<file path="config.mk">
export PLATFORM = sky130hd
export DESIGN_NAME = ser_regif_slave
export DESIGN_NICKNAME = d
export VERILOG_FILES = /design/src/rtl/ser_regif_pkg.sv /design/src/rtl/ser_sync_edge.sv /design/src/rtl/ser_frame_seq.sv /design/src/rtl/ser_reg_bank.sv /design/src/rtl/ser_regif_slave.sv
export SDC_FILE = /design/constraint.sdc
export NUM_CORES = 1
export LEC_CHECK = 0
export ABC_AREA = 1
export BUFFER_PORTS_ARGS = -buffer_cell sky130_fd_sc_hd__buf_2
export CAP_MARGIN = 15
export CORE_ASPECT_RATIO = 0.7
export CORE_MARGIN = 10
export CORE_UTILIZATION = 62
export DETAILED_ROUTE_END_ITERATION = 8
export GPL_TIMING_DRIVEN = 0
export PLACE_DENSITY = 0.85
export RECOVER_POWER = 100
export SLEW_MARGIN = 5
export SYNTH_ARGS = -nofsm -noshare
export SYNTH_HDL_FRONTEND = slang
export SYNTH_SLANG_ARGS = --single-unit
</file>
<file path="constraint.sdc">
create_clock -name clk -period 4.07 [get_ports clk]
set_input_delay 0.6105 -clock clk [delete_from_list [all_inputs] [get_ports clk]]
set_output_delay 0.6105 -clock clk [all_outputs]
set_load 0.02 [all_outputs]
</file>
<file path="src/rtl/ser_regif_pkg.sv">
package ser_regif_pkg;

    // Phase of the frame sequencer
    typedef enum logic [1:0] {
        PH_HDR  = 2'd0,   // collecting address and direction flag
        PH_DATA = 2'd1,   // collecting or returning the data word
        PH_DONE = 2'd2    // frame complete, further bits ignored
    } phase_e;

endpackage

</file>
<file path="src/rtl/ser_sync_edge.sv">
module ser_sync_edge #(
    parameter int STAGES = 2
) (
    input  logic clk,
    input  logic rst_n,
    input  logic ser_clk,
    input  logic sel_n,
    input  logic ser_din,
    output logic clk_rise,
    output logic clk_fall,
    output logic sel_act,
    output logic din_s
);

    // lane 0: serial clock, lane 1: select, lane 2: data
    typedef struct packed {
        logic [STAGES-1:0][2:0] chain;
        logic                   prev;
    } sync_st_t;

    sync_st_t sync_d, sync_q;
    logic [2:0] tail;

    always_comb begin
        sync_d          = sync_q;
        sync_d.chain[0] = {ser_din, sel_n, ser_clk};
        for (int i = 1; i < STAGES; i++) begin
            sync_d.chain[i] = sync_q.chain[i-1];
        end
        sync_d.prev = sync_q.chain[STAGES-1][0];
    end

    always_ff @(posedge clk or negedge rst_n) begin
        if (!rst_n) begin
            for (int i = 0; i < STAGES; i++) begin
                sync_q.chain[i] <= 3'b010;
            end
            sync_q.prev <= 1'b0;
        end else begin
            sync_q <= sync_d;
        end
    end

    assign tail     = sync_q.chain[STAGES-1];
    assign clk_rise = tail[0] & ~sync_q.prev;
    assign clk_fall = ~tail[0] & sync_q.prev;
    assign sel_act  = ~tail[1];
    assign din_s    = tail[2];

endmodule

</file>
<file path="src/rtl/ser_frame_seq.sv">
module ser_frame_seq
    import ser_regif_pkg::*;
#(
    parameter int ADDR_W = 7,
    parameter int DATA_W = 16
) (
    input  logic              clk,
    input  logic              rst_n,
    input  logic              clk_rise,
    input  logic              clk_fall,
    input  logic              sel_act,
    input  logic              din_s,
    input  logic [DATA_W-1:0] rd_data,
    output logic [ADDR_W-1:0] rd_addr,
    output logic              wr_en,
    output logic [ADDR_W-1:0] wr_addr,
    output logic [DATA_W-1:0] wr_data,
    output logic              rd_active,
    output logic              ser_dout
);

    localparam int HDR_BITS   = ADDR_W + 1;
    localparam int FRAME_BITS = HDR_BITS + DATA_W;
    localparam int CNT_W      = $clog2(FRAME_BITS + 1);

    typedef struct packed {
        phase_e              ph;
        logic [CNT_W-1:0]    cnt;
        logic [DATA_W-2:0]   in_sh;
        logic [DATA_W-1:0]   out_sh;
        logic                rd;
        logic [ADDR_W-1:0]   addr;
    } seq_st_t;

    seq_st_t seq_d, seq_q;
    logic [DATA_W-1:0] shifted;

    // incoming word with the current data bit appended
    assign shifted = {seq_q.in_sh, din_s};

    always_comb begin
        seq_d = seq_q;
        wr_en = 1'b0;
        if (!sel_act) begin
            // release aborts the frame and takes priority over any edge
            seq_d.ph  = PH_HDR;
            seq_d.cnt = '0;
            seq_d.rd  = 1'b0;
        end else begin
            unique case (seq_q.ph)
                PH_HDR: begin
                    if (clk_rise) begin
                        seq_d.in_sh = shifted[DATA_W-2:0];
                        seq_d.cnt   = seq_q.cnt + 1'b1;
                        if (seq_q.cnt == CNT_W'(HDR_BITS - 1)) begin
                            seq_d.ph   = PH_DATA;
                            seq_d.addr = shifted[ADDR_W:1];
                            if (shifted[0]) begin
                                seq_d.rd     = 1'b1;
                                seq_d.out_sh = rd_data;
                            end
                        end
                    end
                end
                PH_DATA: begin
                    if (clk_rise) begin
                        seq_d.in_sh = shifted[DATA_W-2:0];
                        seq_d.cnt   = seq_q.cnt + 1'b1;
                        if (seq_q.cnt == CNT_W'(FRAME_BITS - 1)) begin
                            seq_d.ph = PH_DONE;
                            wr_en    = ~seq_q.rd;
                        end
                    end else if (clk_fall && seq_q.rd &&
                                 seq_q.cnt >= CNT_W'(HDR_BITS + 1)) begin
                        seq_d.out_sh = {seq_q.out_sh[DATA_W-2:0], 1'b0};
                    end
                end
                default: begin
                    seq_d.ph = PH_DONE;
                end
            endcase
        end
    end

    always_ff @(posedge clk or negedge rst_n) begin
        if (!rst_n) begin
            seq_q.ph     <= PH_HDR;
            seq_q.cnt    <= '0;
            seq_q.in_sh  <= '0;
            seq_q.out_sh <= '0;
            seq_q.rd     <= 1'b0;
            seq_q.addr   <= '0;
        end else begin
            seq_q <= seq_d;
        end
    end

    assign rd_addr   = shifted[ADDR_W:1];
    assign wr_addr   = seq_q.addr;
    assign wr_data   = shifted;
    assign rd_active = seq_q.rd;
    assign ser_dout  = seq_q.rd & seq_q.out_sh[DATA_W-1];

endmodule

</file>
<file path="src/rtl/ser_reg_bank.sv">
module ser_reg_bank #(
    parameter int NREGS  = 4,
    parameter int ADDR_W = 7,
    parameter int DATA_W = 16
) (
    input  logic                    clk,
    input  logic                    rst_n,
    input  logic                    wr_en,
    input  logic [ADDR_W-1:0]       wr_addr,
    input  logic [DATA_W-1:0]       wr_data,
    input  logic [ADDR_W-1:0]       rd_addr,
    output logic [DATA_W-1:0]       rd_data,
    output logic [NREGS*DATA_W-1:0] regs_flat
);

    logic [NREGS-1:0][DATA_W-1:0] bank_d, bank_q;
    logic [NREGS-1:0]             hit;

    for (genvar k = 0; k < NREGS; k++) begin : g_reg
        assign hit[k] = wr_en && (wr_addr == ADDR_W'(k));
        assign regs_flat[k*DATA_W +: DATA_W] = bank_q[k];
    end

    always_comb begin
        bank_d  = bank_q;
        rd_data = '0;
        for (int k = 0; k < NREGS; k++) begin
            if (hit[k]) begin
                bank_d[k] = wr_data;
            end
            if (rd_addr == ADDR_W'(k)) begin
                rd_data = bank_q[k];
            end
        end
    end

    always_ff @(posedge clk or negedge rst_n) begin
        if (!rst_n) begin
            bank_q <= '0;
        end else begin
            bank_q <= bank_d;
        end
    end

endmodule

</file>
<file path="src/rtl/ser_regif_slave.sv">
module ser_regif_slave #(
    parameter int NREGS       = 4,
    parameter int ADDR_W      = 7,
    parameter int DATA_W      = 16,
    parameter int SYNC_STAGES = 2
) (
    input  logic                    clk,
    input  logic                    rst_n,
    input  logic                    sel_n,
    input  logic                    ser_clk,
    input  logic                    ser_din,
    output logic                    ser_dout,
    output logic [NREGS*DATA_W-1:0] reg_out
);

    logic              clk_rise;
    logic              clk_fall;
    logic              sel_act;
    logic              din_s;
    logic              wr_en;
    logic              rd_active;
    logic [ADDR_W-1:0] wr_addr;
    logic [ADDR_W-1:0] rd_addr;
    logic [DATA_W-1:0] wr_data;
    logic [DATA_W-1:0] rd_data;

    ser_sync_edge #(
        .STAGES (SYNC_STAGES)
    ) u_sync (
        .clk      (clk),
        .rst_n    (rst_n),
        .ser_clk  (ser_clk),
        .sel_n    (sel_n),
        .ser_din  (ser_din),
        .clk_rise (clk_rise),
        .clk_fall (clk_fall),
        .sel_act  (sel_act),
        .din_s    (din_s)
    );

    ser_frame_seq #(
        .ADDR_W (ADDR_W),
        .DATA_W (DATA_W)
    ) u_seq (
        .clk       (clk),
        .rst_n     (rst_n),
        .clk_rise  (clk_rise),
        .clk_fall  (clk_fall),
        .sel_act   (sel_act),
        .din_s     (din_s),
        .rd_data   (rd_data),
        .rd_addr   (rd_addr),
        .wr_en     (wr_en),
        .wr_addr   (wr_addr),
        .wr_data   (wr_data),
        .rd_active (rd_active),
        .ser_dout  (ser_dout)
    );

    ser_reg_bank #(
        .NREGS  (NREGS),
        .ADDR_W (ADDR_W),
        .DATA_W (DATA_W)
    ) u_bank (
        .clk       (clk),
        .rst_n     (rst_n),
        .wr_en     (wr_en),
        .wr_addr   (wr_addr),
        .wr_data   (wr_data),
        .rd_addr   (rd_addr),
        .rd_data   (rd_data),
        .regs_flat (reg_out)
    );

endmodule

</file>
==> impl_metrics.tcl <==
set metrics [dict create \
    cts_resized 0 \
    first_iter_violations 792 \
    holdPathStages 1 \
    arrival_ns 2.88 \
    antenna_found_initial 0 \
    hold_path_end "u_sync.sync_d[5]$_DFF_PN1_" \
    cts-htree-levels 4 \
    synth-compound-area-share 0.1006 \
    tns_ns 0 \
    hold_start "sel_n" \
    syn_inst 705 \
    max_clock_freq_ghz 0.3956 \
    clk_pin_slew_ns 0.06 \
    grt_setup_unrepaired "no" \
    r2r-start "u_seq.rd_addr[5]$_DFFE_PN0P_" \
    track_usage 0.2529 \
    multiInputGateArea_mm2 0.002028 \
    worstSkewPairLatency_ns 0.43 \
    first_pass_iters 8 \
    gr-usage-met1 0.3183 \
    synth-seq-cells 117 \
    yosysTopAreaCellShare 0.5211 \
    coreArea_mm2 0.008548 \
    synthTopCellsByCount "nand2_1 (162), dfrtp_1 (115), o21ai_0 (94)" \
    worst_setup_path_start_kind "flip-flop" \
    synth_top_family_by_area "simple AND/OR/NAND/NOR gates" \
    gp_congestion 0.9175 \
    drc 0 \
    worst_slack_ns 1.542 \
    die_h_um 98.97 \
    pin_count 70 \
    use_met3 0.08316 \
    yosysMostFrequentCell "nand2_1" \
    reg2reg_to "u_seq.seq_q[18]$_DFFE_PN0P_" \
    max-vdd-ir-drop_v 0.0003639 \
    busiest_layer "met2" \
    synth_xor_area_frac 0 \
    num-fill-cells 655 \
    wire_per_inst_um 17.70 \
    path_max_fanout 10 \
    ff2ff_path_depth 11 \
    place_ws_ns 1.972 \
    antenna_cells 0 \
    postCtsSetupBuffers 0 \
    viasPerCell 5.727 \
    yosys_warnings 0 \
    cts-root-buf "clkbuf_16" \
    final_util 0.7597 \
    clock_sinks 117 \
    cts_tree "built" \
    period_needed_ns 2.528 \
    seq_area_mm2 0.002930 \
    synth_mux_area_frac 0 \
    r2r_slack_ns 1.54 \
    synth_edf_count 0 \
    min_period_over_period 0.6211 \
    power_density_mw_per_mm2 465.2 \
    grt_pass1_wl_um 26470 \
    portBuffers 69 \
    critical_path_class "reg2reg" \
    ys_seq_area_frac 0.5306 \
    hold_viol_final 0 \
    die_area_mm2 0.01314 \
    relSlewSlack 0.04606 \
    drv_cap 0 \
    initial_core_util 0.6461 \
    dp_cells 895 \
    vias 5309 \
    status "finished clean" \
    grt-ovfl-total 0 \
    fin_nets 801 \
    postRouteAntennaNets 0 \
    dp_hpwl_um 11290 \
    static-leakage-power_nw 3.408 \
    ys.flop_type "dfrtp_1" \
    met2_usage 0.3921 \
    grt_pass1_vias 5224 \
    syn_to_final_growth_pct 17.58 \
    avgSynthCellArea_um2 7.834 \
    endpoint_kind "flip-flop" \
    grt_max_degree 93 \
    drive_above_1_share 0.07559 \
    synth_fp_nets 712 \
    rows 28 \
    die_width_um 132.8 \
    hold_path_class "in2reg" \
    worstMarginPinSlew_ns 1.431 \
    hold_buffers 0 \
    report.final.slew_viol_count 0 \
    synth-adder-area-share 0.004531 \
    async_reset_ff_frac 1.000 \
    synth-simple-area-share 0.2710 \
    layoutNonFillerInstCount 927 \
    cts_buffers 17 \
    finalSetupViolations 0 \
    synthTopCellsByArea "dfrtp_1 (52%), nand2_1 (11%), o21ai_0 (8.5%)" \
    critPathRequiredTime_ns 4.42 \
    ctsLongestPathBuffers 2 \
    synthDistinctLibCells 30 \
    synth_area_mm2 0.005523 \
    fin_skew_ns 0.01531 \
    drt_wl_total_um 16410 \
    yosys.area.top_type "dfrtp_1" \
]
==> final cells by class <==
cell class / count / area share
Buffer: 32 / 0.02254
Inverter: 96 / 0.05588
Sequential cell: 117 / 0.4513
Timing Repair Buffer: 70 / 0.04470
Tap cell: 120 / 0.02312
Clock inverter: 14 / 0.02408
Multi-Input combinational cell: 460 / 0.3123
Clock buffer: 18 / 0.06609
==> layout by cell type, fill, tap and decap left out, types with 2 or more instances in the layout <==
cell,count
nand2_1,164
dfrtp_1,115
o21ai_0,100
nor2_1,96
inv_1,92
clkbuf_1,86
nand3_1,74
clkbuf_16,17
buf_2,12
clkinv_4,8
nor3_1,5
nor2_2,4
o21ai_1,4
inv_2,3
nand3b_1,2
buf_4,2
ha_1,2
bufinv_16,2
clkinv_2,2
dfstp_2,2
==> report_power, final <==
group / internal (W) / switching, W / leakage [nW]
clock network: 0.000905 / 0.000565 / 0.284
logic: 0.0000597 / 0.000263 / 1.51
registers: 0.00119 / 0.0000395 / 1.61
==> through the flow <==
step	cell area, µm²	hold WS, ns	total power (W)
after floorplan	5523	0.3149	0.001421
after global placement	6018	0.3357	0.001547
after detailed placement	6052	0.3371	0.001558
after CTS	6638	0.03743	0.003011
after global routing	6494	0.2778	0.003101
final	6494	0.2787	0.003021
==> per-layer routing <==
layer,wire length (µm),share of wire
met1,6465,0.39
met2,7420,0.45
met3,2076,0.13
met4,445,0.027
met5,0,0
==> critical path: stages, from the launching register on <==
cell,delay [ns]
dfrtp_1,0.43
inv_1,0.20
nand2_1,0.08
nor2_1,0.22
clkbuf_1,0.46
clkbuf_1,0.49
nand3_1,0.15
nand2_1,0.09
nor2_1,0.07
nor2_1,0.12
nor2_1,0.06
nor2_1,0.08
==> cell families after synthesis <==
kind of cell,Yosys count
fa+ha+maj,2
flops,117
simple gates,350
buf+inv,128
compound gates,108
==> registers in the layout (all words and copies together) (netlist names) <==
signal,count
u_seq.rd_addr,7
u_seq.seq_q,23
u_sync.sync_q,1
u_seq.rd_active,1
u_bank.regs_flat,64
u_seq.wr_data,8
u_seq.wr_addr,7
u_sync.sync_d,3
u_sync.tail,3
==> how the worst max path moves through the flow <==
stage          depth (start not counted)                          from  slack, ns                          endpoint
4_1_cts                                9   u_seq.seq_q[39]$_DFFE_PN0P_       1.90   u_bank.regs_flat[8]$_DFFE_PN0P_
3_5_place_dp                           9   u_seq.seq_q[39]$_DFFE_PN0P_       1.97  u_bank.regs_flat[10]$_DFFE_PN0P_
5_1_grt                               11  u_seq.rd_addr[5]$_DFFE_PN0P_       1.37       u_seq.seq_q[17]$_DFFE_PN0P_
2_1_floorplan                          9   u_seq.seq_q[39]$_DFFE_PN0P_       2.44  u_bank.regs_flat[54]$_DFFE_PN0P_
6_report                              11  u_seq.rd_addr[5]$_DFFE_PN0P_       1.54       u_seq.seq_q[18]$_DFFE_PN0P_
3_3_place_gp                           1                         rst_n       1.08       u_seq.seq_q[17]$_DFFE_PN0P_
Power figures use the tool's default switching activity.
